[src/rtl/bus_seq_pkg.sv]
package bus_seq_pkg;
  typedef enum logic [1:0] {
    KIND_SINGLE = 2'd0,
    KIND_MULTI  = 2'd1,
    KIND_BUFWR  = 2'd2,
    KIND_LINE   = 2'd3
  } req_kind_e;

  localparam int unsigned WORD_BYTES = 4;
  localparam int unsigned LINE_BEATS = 4;
  localparam int unsigned LINE_OFS   = $clog2(WORD_BYTES * LINE_BEATS);
endpackage

[src/rtl/bus_seq_decode.sv]
module bus_seq_decode
  import bus_seq_pkg::*;
#(
  parameter int unsigned AW        = 32,
  parameter int unsigned MAX_BEATS = 16,
  localparam int unsigned CW       = $clog2(MAX_BEATS + 1)
) (
  input  logic [1:0]    kind_i,
  input  logic [AW-1:0] addr_i,
  input  logic          write_i,
  input  logic          byte_i,
  input  logic [CW-1:0] beats_i,
  output logic [AW-1:0] addr_o,
  output logic          write_o,
  output logic          byte_o,
  output logic [CW-1:0] cnt_o,
  output logic [2:0]    step_o
);
  localparam logic [CW-1:0] BEATS_MAX = CW'(MAX_BEATS);
  localparam logic [CW-1:0] BEATS_ONE = CW'(1);
  localparam logic [CW-1:0] BEATS_LINE = CW'(LINE_BEATS);

  logic [CW-1:0] clamped;

  always_comb begin
    if (beats_i == '0)           clamped = BEATS_ONE;
    else if (beats_i > BEATS_MAX) clamped = BEATS_MAX;
    else                          clamped = beats_i;
  end

  always_comb begin
    addr_o  = addr_i;
    write_o = write_i;
    byte_o  = byte_i;
    cnt_o   = BEATS_ONE;
    step_o  = 3'(WORD_BYTES);
    unique case (req_kind_e'(kind_i))
      KIND_MULTI: begin
        cnt_o  = clamped;
        step_o = byte_i ? 3'd1 : 3'(WORD_BYTES);
      end
      KIND_LINE: begin
        addr_o  = {addr_i[AW-1:LINE_OFS], {LINE_OFS{1'b0}}};
        write_o = 1'b0;
        byte_o  = 1'b0;
        cnt_o   = BEATS_LINE;
      end
      default: ;
    endcase
  end
endmodule

[src/rtl/bus_seq_engine.sv]
module bus_seq_engine #(
  parameter int unsigned AW        = 32,
  parameter int unsigned MAX_BEATS = 16,
  localparam int unsigned CW       = $clog2(MAX_BEATS + 1)
) (
  input  logic          clk_i,
  input  logic          rst_ni,
  input  logic          load_i,
  input  logic [AW-1:0] ld_addr_i,
  input  logic          ld_write_i,
  input  logic          ld_byte_i,
  input  logic [CW-1:0] ld_cnt_i,
  input  logic [2:0]    ld_step_i,
  input  logic          wait_i,
  output logic          active_o,
  output logic [AW-1:0] addr_o,
  output logic          write_o,
  output logic          byte_o,
  output logic          seq_o,
  output logic          last_o
);
  logic          active_q, write_q, byte_q, seq_q;
  logic [AW-1:0] addr_q;
  logic [CW-1:0] left_q;
  logic [2:0]    step_q;
  logic          advance, last;

  assign last    = (left_q == CW'(1));
  assign advance = active_q && !wait_i;

  always_ff @(posedge clk_i or negedge rst_ni) begin
    if (!rst_ni) begin
      active_q <= 1'b0;
      addr_q   <= '0;
      write_q  <= 1'b0;
      byte_q   <= 1'b0;
      seq_q    <= 1'b0;
      left_q   <= '0;
      step_q   <= '0;
    end else if (advance && !last) begin
      left_q <= left_q - CW'(1);
      addr_q <= addr_q + AW'(step_q);
      seq_q  <= 1'b1;
    end else if (!active_q || advance) begin
      if (load_i) begin
        active_q <= 1'b1;
        addr_q   <= ld_addr_i;
        write_q  <= ld_write_i;
        byte_q   <= ld_byte_i;
        seq_q    <= 1'b0;
        left_q   <= ld_cnt_i;
        step_q   <= ld_step_i;
      end else begin
        active_q <= 1'b0;
      end
    end
  end

  assign active_o = active_q;
  assign addr_o   = addr_q;
  assign write_o  = write_q;
  assign byte_o   = byte_q;
  assign seq_o    = seq_q;
  assign last_o   = active_q && last;

  a_r2_idle_hold: assert property (@(posedge clk_i) disable iff (!rst_ni)
    (!active_q && !load_i) |=> ($stable(addr_q) && $stable(write_q) && $stable(byte_q)));

  a_r10_wait_stall: assert property (@(posedge clk_i) disable iff (!rst_ni)
    (active_q && wait_i) |=> (active_q && $stable(addr_q) && $stable(seq_q) && $stable(write_q)));

  a_r3_first_nonseq: assert property (@(posedge clk_i) disable iff (!rst_ni)
    load_i |=> (active_q && !seq_q));

  a_r5_seq_step: assert property (@(posedge clk_i) disable iff (!rst_ni)
    (advance && !last) |=> (active_q && seq_q && addr_q == $past(addr_q) + AW'($past(step_q))));
endmodule

[src/rtl/bus_cycle_seq.sv]
module bus_cycle_seq
  import bus_seq_pkg::*;
#(
  parameter int unsigned AW        = 32,
  parameter int unsigned MAX_BEATS = 16,
  localparam int unsigned CW       = $clog2(MAX_BEATS + 1)
) (
  input  logic          clk_i,
  input  logic          rst_ni,
  input  logic          req_valid_i,
  output logic          req_ready_o,
  input  logic [1:0]    req_kind_i,
  input  logic [AW-1:0] req_addr_i,
  input  logic          req_write_i,
  input  logic          req_byte_i,
  input  logic [CW-1:0] req_beats_i,
  input  logic          mem_wait_i,
  output logic          bus_active_o,
  output logic [AW-1:0] bus_addr_o,
  output logic          bus_write_o,
  output logic          bus_byte_o,
  output logic          bus_seq_o,
  output logic          done_o
);
  logic [AW-1:0] d_addr;
  logic          d_write, d_byte, last, load;
  logic [CW-1:0] d_cnt;
  logic [2:0]    d_step;

  bus_seq_decode #(.AW(AW), .MAX_BEATS(MAX_BEATS)) u_decode (
    .kind_i (req_kind_i),
    .addr_i (req_addr_i),
    .write_i(req_write_i),
    .byte_i (req_byte_i),
    .beats_i(req_beats_i),
    .addr_o (d_addr),
    .write_o(d_write),
    .byte_o (d_byte),
    .cnt_o  (d_cnt),
    .step_o (d_step)
  );

  assign req_ready_o = !bus_active_o || (last && !mem_wait_i);
  assign load        = req_valid_i && req_ready_o;
  assign done_o      = last && !mem_wait_i;

  bus_seq_engine #(.AW(AW), .MAX_BEATS(MAX_BEATS)) u_engine (
    .clk_i     (clk_i),
    .rst_ni    (rst_ni),
    .load_i    (load),
    .ld_addr_i (d_addr),
    .ld_write_i(d_write),
    .ld_byte_i (d_byte),
    .ld_cnt_i  (d_cnt),
    .ld_step_i (d_step),
    .wait_i    (mem_wait_i),
    .active_o  (bus_active_o),
    .addr_o    (bus_addr_o),
    .write_o   (bus_write_o),
    .byte_o    (bus_byte_o),
    .seq_o     (bus_seq_o),
    .last_o    (last)
  );

  a_r8_line_aligned_word_read: assert property (@(posedge clk_i) disable iff (!rst_ni)
    (load && req_kind_i == 2'(KIND_LINE)) |=>
      (bus_addr_o[LINE_OFS-1:0] == '0 && !bus_byte_o && !bus_write_o));
endmodule

[config.mk]
export PLATFORM = sky130hd
export DESIGN_NAME = bus_cycle_seq
export DESIGN_NICKNAME = d
export VERILOG_FILES = /design/src/rtl/bus_seq_pkg.sv /design/src/rtl/bus_seq_decode.sv /design/src/rtl/bus_seq_engine.sv /design/src/rtl/bus_cycle_seq.sv
export SDC_FILE = /design/constraint.sdc
export NUM_CORES = 1
export LEC_CHECK = 0
export CORE_MARGIN = 1
export CORE_UTILIZATION = 35
export CTS_CLUSTER_DIAMETER = 60
export DETAILED_ROUTE_END_ITERATION = 12
export GPL_ROUTABILITY_DRIVEN = 1
export MAX_ROUTING_LAYER = met4
export PLACE_DENSITY = 0.63
export SYNTH_ARGS = -nofsm -noshare
export SYNTH_HDL_FRONTEND = slang
export SYNTH_HIERARCHICAL = 1
export SYNTH_SLANG_ARGS = --single-unit
[constraint.sdc]
create_clock -name clk_i -period 7.2 [get_ports clk_i]
set_input_delay 1.44 -clock clk_i [delete_from_list [all_inputs] [get_ports clk_i]]
set_output_delay 1.44 -clock clk_i [all_outputs]
set_load 0.02 [all_outputs]
[Word level (Yosys, flattened, before mapping)]
Index checks and enable logic that the tools add are counted.
Storage, ports and cells
  flip-flop bits (word level): 44
  bits in latches: 0
  memory bits (writable): 0
  bits in read-only memories: 0
  input bits: 45
  output and inout port bits: 38
  memories: 0
Operators by class
  add/sub/neg operators: 2
  multiply operators: 0
  divide/modulo/power cells: 0
  $lt $le $gt $ge: 1
  equality and inequality tests: 3
  shift-type cells: 0
  muxes and demuxes: 18
  bitwise operators: 1
  reductions and logical operators: 16
Operators with widths (count)
  2-to-1 mux 32 bit: 3
  adder 32 x 3 -> 32 bit: 1
  2-to-1 mux 5 bit: 5
  case mux 5 bit (2 select lines): 1
  2-to-1 mux 1 bit: 6
  2-to-1 mux 3 bit: 2
  equality test 5 x 1 -> 1 bit (second input constant): 1
  > comparator 5 bit (second input constant): 1
  logical AND 1 bit: 5
  zero test 5 bit: 1
  subtractor 5 x 1 -> 5 bit (second input constant): 1
  2-to-1 mux 4 bit: 1
  AND reduction 2 bit: 2
  nonzero test 2 bit: 2
  zero test 1 bit: 3
  AND reduction 3 bit: 1
  equality test 2 x 1 -> 1 bit (second input constant): 1
  equality test 2 bit (second input constant): 1
  logical OR 1 bit: 2
  NOT 1 bit: 1

[Longest topological paths before layout]
Gate-level depths: netlist of run 1.
  word-level depth: 8
  gate-level depth with buffers: 12
  mapped depth without buffers: 11

[By module]
Netlist of run 1, hierarchy kept.
By module, submodules not included
  bus_seq_engine: instances 1, cells each 303, area each 2651.3 um2, sequential area each 1101.1 um2
  bus_seq_decode: instances 1, cells each 48, area each 347.8 um2, sequential area each 0.0 um2
  bus_cycle_seq: instances 1, cells each 4, area each 32.5 um2, sequential area each 0.0 um2

[Worst setup path after synthesis of run 1]
OpenSTA, ideal clock, no wires.
  path kind: input -> output
  start point: in mem_wait_i
  end point: out req_ready_o
  data arrival time: 1.733 ns
  setup slack: 4.027 ns
  stages on the path: 2
  path buffers: 0
  path through: nand2b_4 -> nand2_1
Between the ends
  longest elaborated chain between the ends: 3
RTL lines
  start, declared: RTL line bus_cycle_seq.sv:17  | input logic mem_wait_i,
  zero test 1 bit: RTL line bus_cycle_seq.sv:43  | assign req_ready_o = !bus_active_o || (last && !mem_wait_i);
  logical AND 1 bit: RTL line bus_cycle_seq.sv:43
  logical OR 1 bit: RTL line bus_cycle_seq.sv:43
  end, declared: RTL line bus_cycle_seq.sv:11  | output logic req_ready_o,
No other way between the ends.

[Worst setup path in the final report of run 1]
Same ends and word-level chain as after synthesis.

==> reports/qor.yml, run 1 <==
run_status:
  status: "finished clean"
synth:
  yosysSeqAreaShare: 0.363
  synth.area.mux_share: 0
  synth_compound_area_frac: 0.199
  synth_top_family_by_area: "simple AND/OR/NAND/NOR gates"
  yosys_register_bits: 44
  async_flop_share: 1.00
  synth-xor-area-share: 0.00867
  synth_edf_count: 0
  synthCells: 355
  synth_cell_types: 62
  syn_area_per_cell_um2: 8.54
  synth_area_um2: 3030
  yosysWarnings: 6
  synth_adder_area_share: 0.0272
  syn_nets: 406
  dominantRegCellSynth: "dfrtp_1"
  synth-simple-area-share: 0.286
grt:
  grt_max_degree: 45
  grt_overflow: 0
  grt_pass1_vias: 2707
  antenna_found_initial: 0
  grtUsageTotal: 0.203
  grt_pass1_wl_mm: 13.8
worst_hold_path:
  worst_hold_startpoint: "u_engine/byte_o"
  hold_path.class: "reg -> reg"
  worstHoldEndpoint: "u_engine/byte_o"
  holdPathStages: 2
place:
  hpwl_mm: 5.98
  port_buffers: 82
  routabilityCongestion: 0.871
  postPlaceCellArea_um2: 3690
floorplan:
  dieWidth_um: 95.1
  fp-row-count: 33
  core_region_area_um2: 8300
  start_util: 0.365
  io_pins: 83
  die_area_um2: 9040
  die_y_um: 95.1
clocking:
  clk_pin_slew_ns: 0.09
  cts_tree: "yes"
  cts_resized: 0
  cts_buffer_depth: 2
  clk_latency_ns: 0.30
  cts-buffers-inserted: 5
  clock_sinks: 44
  cts-htree-levels: 2
  clock-root-buffer: "clkbuf_8"
  post_cts_buffers: 0
  holdBufCountCts: 0
layout:
  fin_area_um2: 3780
  diodes: 0
  areaGrowthSynthToFinish_pct: 24.7
  layout.nets: 455
  layout-drive-gt1-share: 0.0790
timing:
  setup_viol: 0
  skew_ns: 0.00833
  fin_crit_sh: 0.583
  fin_setup_tns_ns: 0
  finalHoldViolations: 0
  relSlewSlack: 0.324
  fmax_mhz: 238
  tightest_slew_ns: 1.01
  rsz0062_at_grt: "false"
  drv_slew: 0
  period_minus_slack_ns: 4.20
setup_path:
  r2r_cells: 10
  arrival_ns: 2.76
  r2r-end: "u_engine/addr_o[27]"
  required_ns: 5.76
  worst_setup_path_start_kind: "input port"
  cp-end-kind: "primary output"
  crit_fanout: 5
  crit_type: "in -> out"
  r2r-start: "u_engine/left_q[1]"
  r2r_setup_slack_ns: 3.91
power_and_ir_drop:
  p_per_area_nw_per_um2: 314
  peakVddDrop_mv: 0.104
  p_leak_nw: 1.55
route:
  drt_pass1_iterations: 4
  drc_errors: 0
  viasPerCell: 5.50
  vias: 2806
  route.detailed.wl_per_inst_um: 16.5
  wl_mm: 8.41
  drt_iter0_markers: 265
  ant_nets: 0
flow_run:
  max-cap-violations: 0
cell families (layout without fill, tap and decap cells):
group / Yosys count / in the layout
buffers and inverters: 53 / 103
AO/OA/AOI/OAI: 87 / 87
flip-flops: 44 / 44
XOR/XNOR: 3 / 3
adder cells (fa/ha/maj): 6 / 6
other: 1 / 1
AND/OR/NAND/NOR: 161 / 161
worst max-delay path, stage by stage:
cell and delay [ns]:
clkdlybuf4s50_1 0.47, nand2b_4 0.18, nand2_1 0.06, clkdlybuf4s50_1 0.60
placed cells by master (no fill, tap or decap), drive strengths merged, types with 8 or more instances in the layout:
cell,n
a21oi,23
nand2,48
o21ai,15
nor2,30
and3,11
and2,13
clkdlybuf4s50,81
inv,10
dfrtp,44
nor3,15
nand4,12
clkbuf,8
a211oi,11
nand3,11
how the worst max path moves through the flow:
stage | start | to | slack (ns) | cells after the start
3_3_place_gp | mem_wait_i | req_ready_o | 3.03 | 4
3_5_place_dp | mem_wait_i | req_ready_o | 2.99 | 4
4_1_cts | mem_wait_i | req_ready_o | 2.99 | 4
5_1_grt | mem_wait_i | req_ready_o | 2.93 | 4
6_report | mem_wait_i | req_ready_o | 3.00 | 4
2_1_floorplan | mem_wait_i | req_ready_o | 4.03 | 2
cell usage after synthesis (2+ instances only):
library cell / n / area, um2
a31oi_1: 4 / 25.0
nor2_1: 29 / 109
a21o_1: 3 / 22.5
nand4_1: 10 / 62.6
and2_1: 13 / 81.3
nor2b_1: 2 / 12.5
nor4_1: 5 / 31.3
a311oi_1: 6 / 52.6
nand2_1: 48 / 180
buf_2: 4 / 20.0
o21a_1: 3 / 22.5
buf_6: 2 / 22.5
inv_1: 10 / 37.5
a21oi_2: 2 / 17.5
a21oi_1: 21 / 105
o21ai_0: 15 / 75.1
and3_1: 9 / 56.3
clkbuf_1: 6 / 22.5
and3_2: 2 / 15.0
buf_4: 29 / 218
o22ai_1: 4 / 25.0
dfrtp_1: 44 / 1100
nor3_1: 14 / 70.1
or4_1: 3 / 22.5
ha_1: 5 / 62.6
clkbuf_8: 2 / 27.5
and3b_1: 2 / 17.5
xor2_1: 2 / 17.5
a211oi_1: 11 / 82.6
o221a_2: 4 / 45.0
nand3_1: 10 / 50.1
state kept, by name (all words and copies together) (netlist names):
name               flops
u_engine/addr_o       32
u_engine/left_q        5
u_engine/step_q        3
u_engine/active_o      1
u_engine/byte_o        1
u_engine/seq_o         1
u_engine/write_o       1
where the power goes:
part | total (mW) | internal, mW | switching (mW)
Clock | 0.166 | 0.0785 | 0.0874
Sequential | 0.431 | 0.330 | 0.101
Combinational | 0.591 | 0.267 | 0.324
Total | 1.19 | 0.675 | 0.513
through the flow:
stage / power [mW] / cells / utilization / hold WS (ns) / setup slack [ns]
after floorplan: 0.788 / 355 / - / 0.450 / 4.03
after global placement: 1.01 / 502 / 0.445 / 0.460 / 3.03
after detailed placement: 1.02 / 502 / 0.445 / 0.473 / 2.99
after CTS: 1.19 / 510 / 0.456 / 0.493 / 2.99
after global routing: 1.27 / 510 / 0.456 / 0.528 / 2.93
final: 1.19 / 510 / 0.456 / 0.489 / 3.00
per-layer routing:
| layer | global-route usage | part of all wire |
|---|---|---|
| met5 | - | 0 |
| met4 | 0.0644 | 0.0098 |
| met3 | 0.0279 | 0.049 |
| met2 | 0.329 | 0.49 |
| met1 | 0.262 | 0.45 |
cell type report:
cell class / instances / area (um2)
Timing Repair Buffer: 85 / 838
Tap cell: 105 / 131
Sequential cell: 44 / 1100
Multi-Input combinational cell: 258 / 1580
Clock buffer: 8 / 90.1
Fill cell: 805 / 4520
Inverter: 10 / 37.5
No activity file was read; power rests on OpenSTA's default activity.
==> run 2, diff against run 1 <==
PLACE_DENSITY = 0.66   (was 0.63)
clock period = 3.86 ns   (was 7.2 ns; I/O delays follow)
==> run 2 against run 1 <==
Worst setup slack worse by 2.4 ns. Power up 92%. Critical path type is now reg -> out. Final cell count up 0.78%. Via count up 1.4%. Die area unchanged. Critical endpoint unchanged. First-iteration DRC count down 31%.
==> reports/qor.yml, run 2 (synthesized netlist as in run 1, its figures left out) <==
run_status:
  status: "finished clean"
setup_path:
  crit_fanout: 5  # unchanged
  crit_type: "reg -> out"
  r2r-end: "u_engine/addr_o[7]"
  r2r_cells: 11  # +1
  worst_setup_path_start_kind: "register"
  r2r_setup_slack_ns: 0.85  # -3.06 ns
  required_ns: 3.09  # -2.67 ns
  r2r-start: "u_engine/left_q[1]"
  arrival_ns: 2.45  # -0.31 ns
  cp-end-kind: "primary output"
route:
  ant_nets: 0  # unchanged
  drt_pass1_iterations: 4  # unchanged
  wl_mm: 8.58  # +2.1%
  route.detailed.wl_per_inst_um: 16.7  # +1.3%
  vias: 2845  # +1.4%
  viasPerCell: 5.54  # +0.60%
  drc_errors: 0  # unchanged
  drt_iter0_markers: 182  # -31%
timing:
  rsz0062_at_grt: "false"
  fin_crit_sh: 0.834
  fin_setup_tns_ns: 0  # unchanged
  period_minus_slack_ns: 3.22
  setup_ws_ns: 0.643  # -2.36 ns
  setup_viol: 0  # unchanged
  skew_ns: 0.00788  # -0.000457 ns
  fmax_mhz: 311
  relSlewSlack: 0.319  # -0.00526
  fin_hold_ws_ns: 0.493  # +0.00395 ns
  drv_slew: 0  # unchanged
  finalHoldViolations: 0  # unchanged
  tightest_slew_ns: 1.02  # +0.00789 ns
layout:
  fillers: 839  # +4.2%
  areaGrowthSynthToFinish_pct: 26.3
  layout.nets: 459  # +0.88%
  mostFrequentLayoutCell: "clkdlybuf4s50_1"
  layout-drive-gt1-share: 0.0905  # +0.0115
  diodes: 0  # unchanged
  regArea_um2: 1100  # unchanged
  fin_area_um2: 3830  # +1.3%
  largest_reg_flops: 32  # unchanged
  multi_input_area_um2: 1580  # unchanged
  final_cell_mix: "clkdlybuf4s50_1, nand2_1, dfrtp_1"
  utilization: 0.461  # +0.00573
  fin_cells: 514  # +0.78%
grt:
  antenna_found_initial: 0  # unchanged
  grt_pass1_wl_mm: 14.0  # +1.9%
  grt_overflow: 0  # unchanged
  grtUsageTotal: 0.207  # +0.00394
  grt_pass1_vias: 2804  # +3.6%
  grt_max_degree: 45  # unchanged
power_and_ir_drop:
  p_leak_nw: 1.58  # +1.9%
  p_per_area_nw_per_um2: 594  # +89%
  p_sw_mw: 0.967  # +89%
  seqPwrFrac: 0.355  # -0.008
  intPower_mw: 1.31  # +94%
  switching_share: 0.425  # -0.00673
  power_frac_clock: 0.160  # +0.020
  total_power_mw: 2.28  # +92%
  peakVddDrop_mv: 0.186  # +78%
  comb_power_share: 0.485  # -0.013
place:
  postPlaceCellArea_um2: 3720  # +0.81%
  hpwl_mm: 6.25  # +4.5%
  pre_cts_ws_ns: 0.703  # -2.29 ns
  placed_cells: 506  # +0.80%
  port_buffers: 82  # unchanged
  routabilityCongestion: 0.850  # -2.4%
clocking:
  cts_resized: 0  # unchanged
  holdBufCountCts: 0  # unchanged
  post_cts_buffers: 0  # unchanged
  clk_pin_slew_ns: 0.09  # about the same
  cts-buffers-inserted: 5  # unchanged
  clock-root-buffer: "clkbuf_8"
  cts-htree-levels: 2  # unchanged
  cts_buffer_depth: 2  # unchanged
  cts_tree: "yes"
  clk_latency_ns: 0.31  # about the same
  clock_sinks: 44  # unchanged
floorplan:
  start_util: 0.365  # unchanged
  fp-row-count: 33  # unchanged
  core_region_area_um2: 8300  # unchanged
  die_area_um2: 9040  # unchanged
  dieWidth_um: 95.1  # unchanged
  die_y_um: 95.1  # unchanged
  io_pins: 83  # unchanged
worst_hold_path:
  worst_hold_startpoint: "u_engine/seq_o"
  worstHoldEndpoint: "u_engine/seq_o"
  holdPathStages: 2  # unchanged
  hold_path.class: "reg -> reg"
flow_run:
  max-cap-violations: 0  # unchanged
run 2: changes by cell type in the layout (fill, tap and decap cells not counted), sizes merged:
cell	change
clkbuf	-2
clkinv	+1
buf	+4
bufinv	+1
run 2: worst max-delay path by stage:
stage | slack, ns | endpoint | startpoint
after floorplan | 1.09 | u_engine/addr_o[19] | u_engine/left_q[1]
after global placement | 0.78 | u_engine/addr_o[7] | mem_wait_i
after detailed placement | 0.70 | u_engine/addr_o[7] | mem_wait_i
after CTS | 0.61 | req_ready_o | u_engine/left_q[1]
after global routing | 0.51 | req_ready_o | u_engine/left_q[1]
final | 0.64 | req_ready_o | u_engine/left_q[1]
run 2: worst max-delay path, cell delays in order, from the launching register on:
cell             delay, ns
dfrtp_1               0.39
inv_1                 0.09
ha_1                  0.15
or4b_1                0.53
nor2_1                0.22
nand2b_4              0.08
nand2_1               0.07
clkdlybuf4s50_1       0.60
run 2: layout make-up:
type | count | area share
multi-input cells | 258 | 0.413
flip-flops and latches | 44 | 0.288
repair buffers | 89 | 0.227
well taps | 105 | 0.0343
clock buffers | 6 | 0.0190
inverters | 10 | 0.00980
clock inverters | 2 | 0.00915
run 2: power by group through the flow:
stage               logic (mW)  registers [mW]  clock network [mW]
floorplan                0.551           0.918                   0
global placement          1.08           0.813                   0
detailed placement        1.10           0.813                   0
CTS                       1.10           0.808               0.371
global route              1.21           0.838               0.388
finish                    1.10           0.808               0.363
run 2: routing by layer:
metal,part of all wire,track usage
met4,0.015,0.0657
met5,0,-
met2,0.47,0.327
met1,0.46,0.271
met3,0.054,0.0327
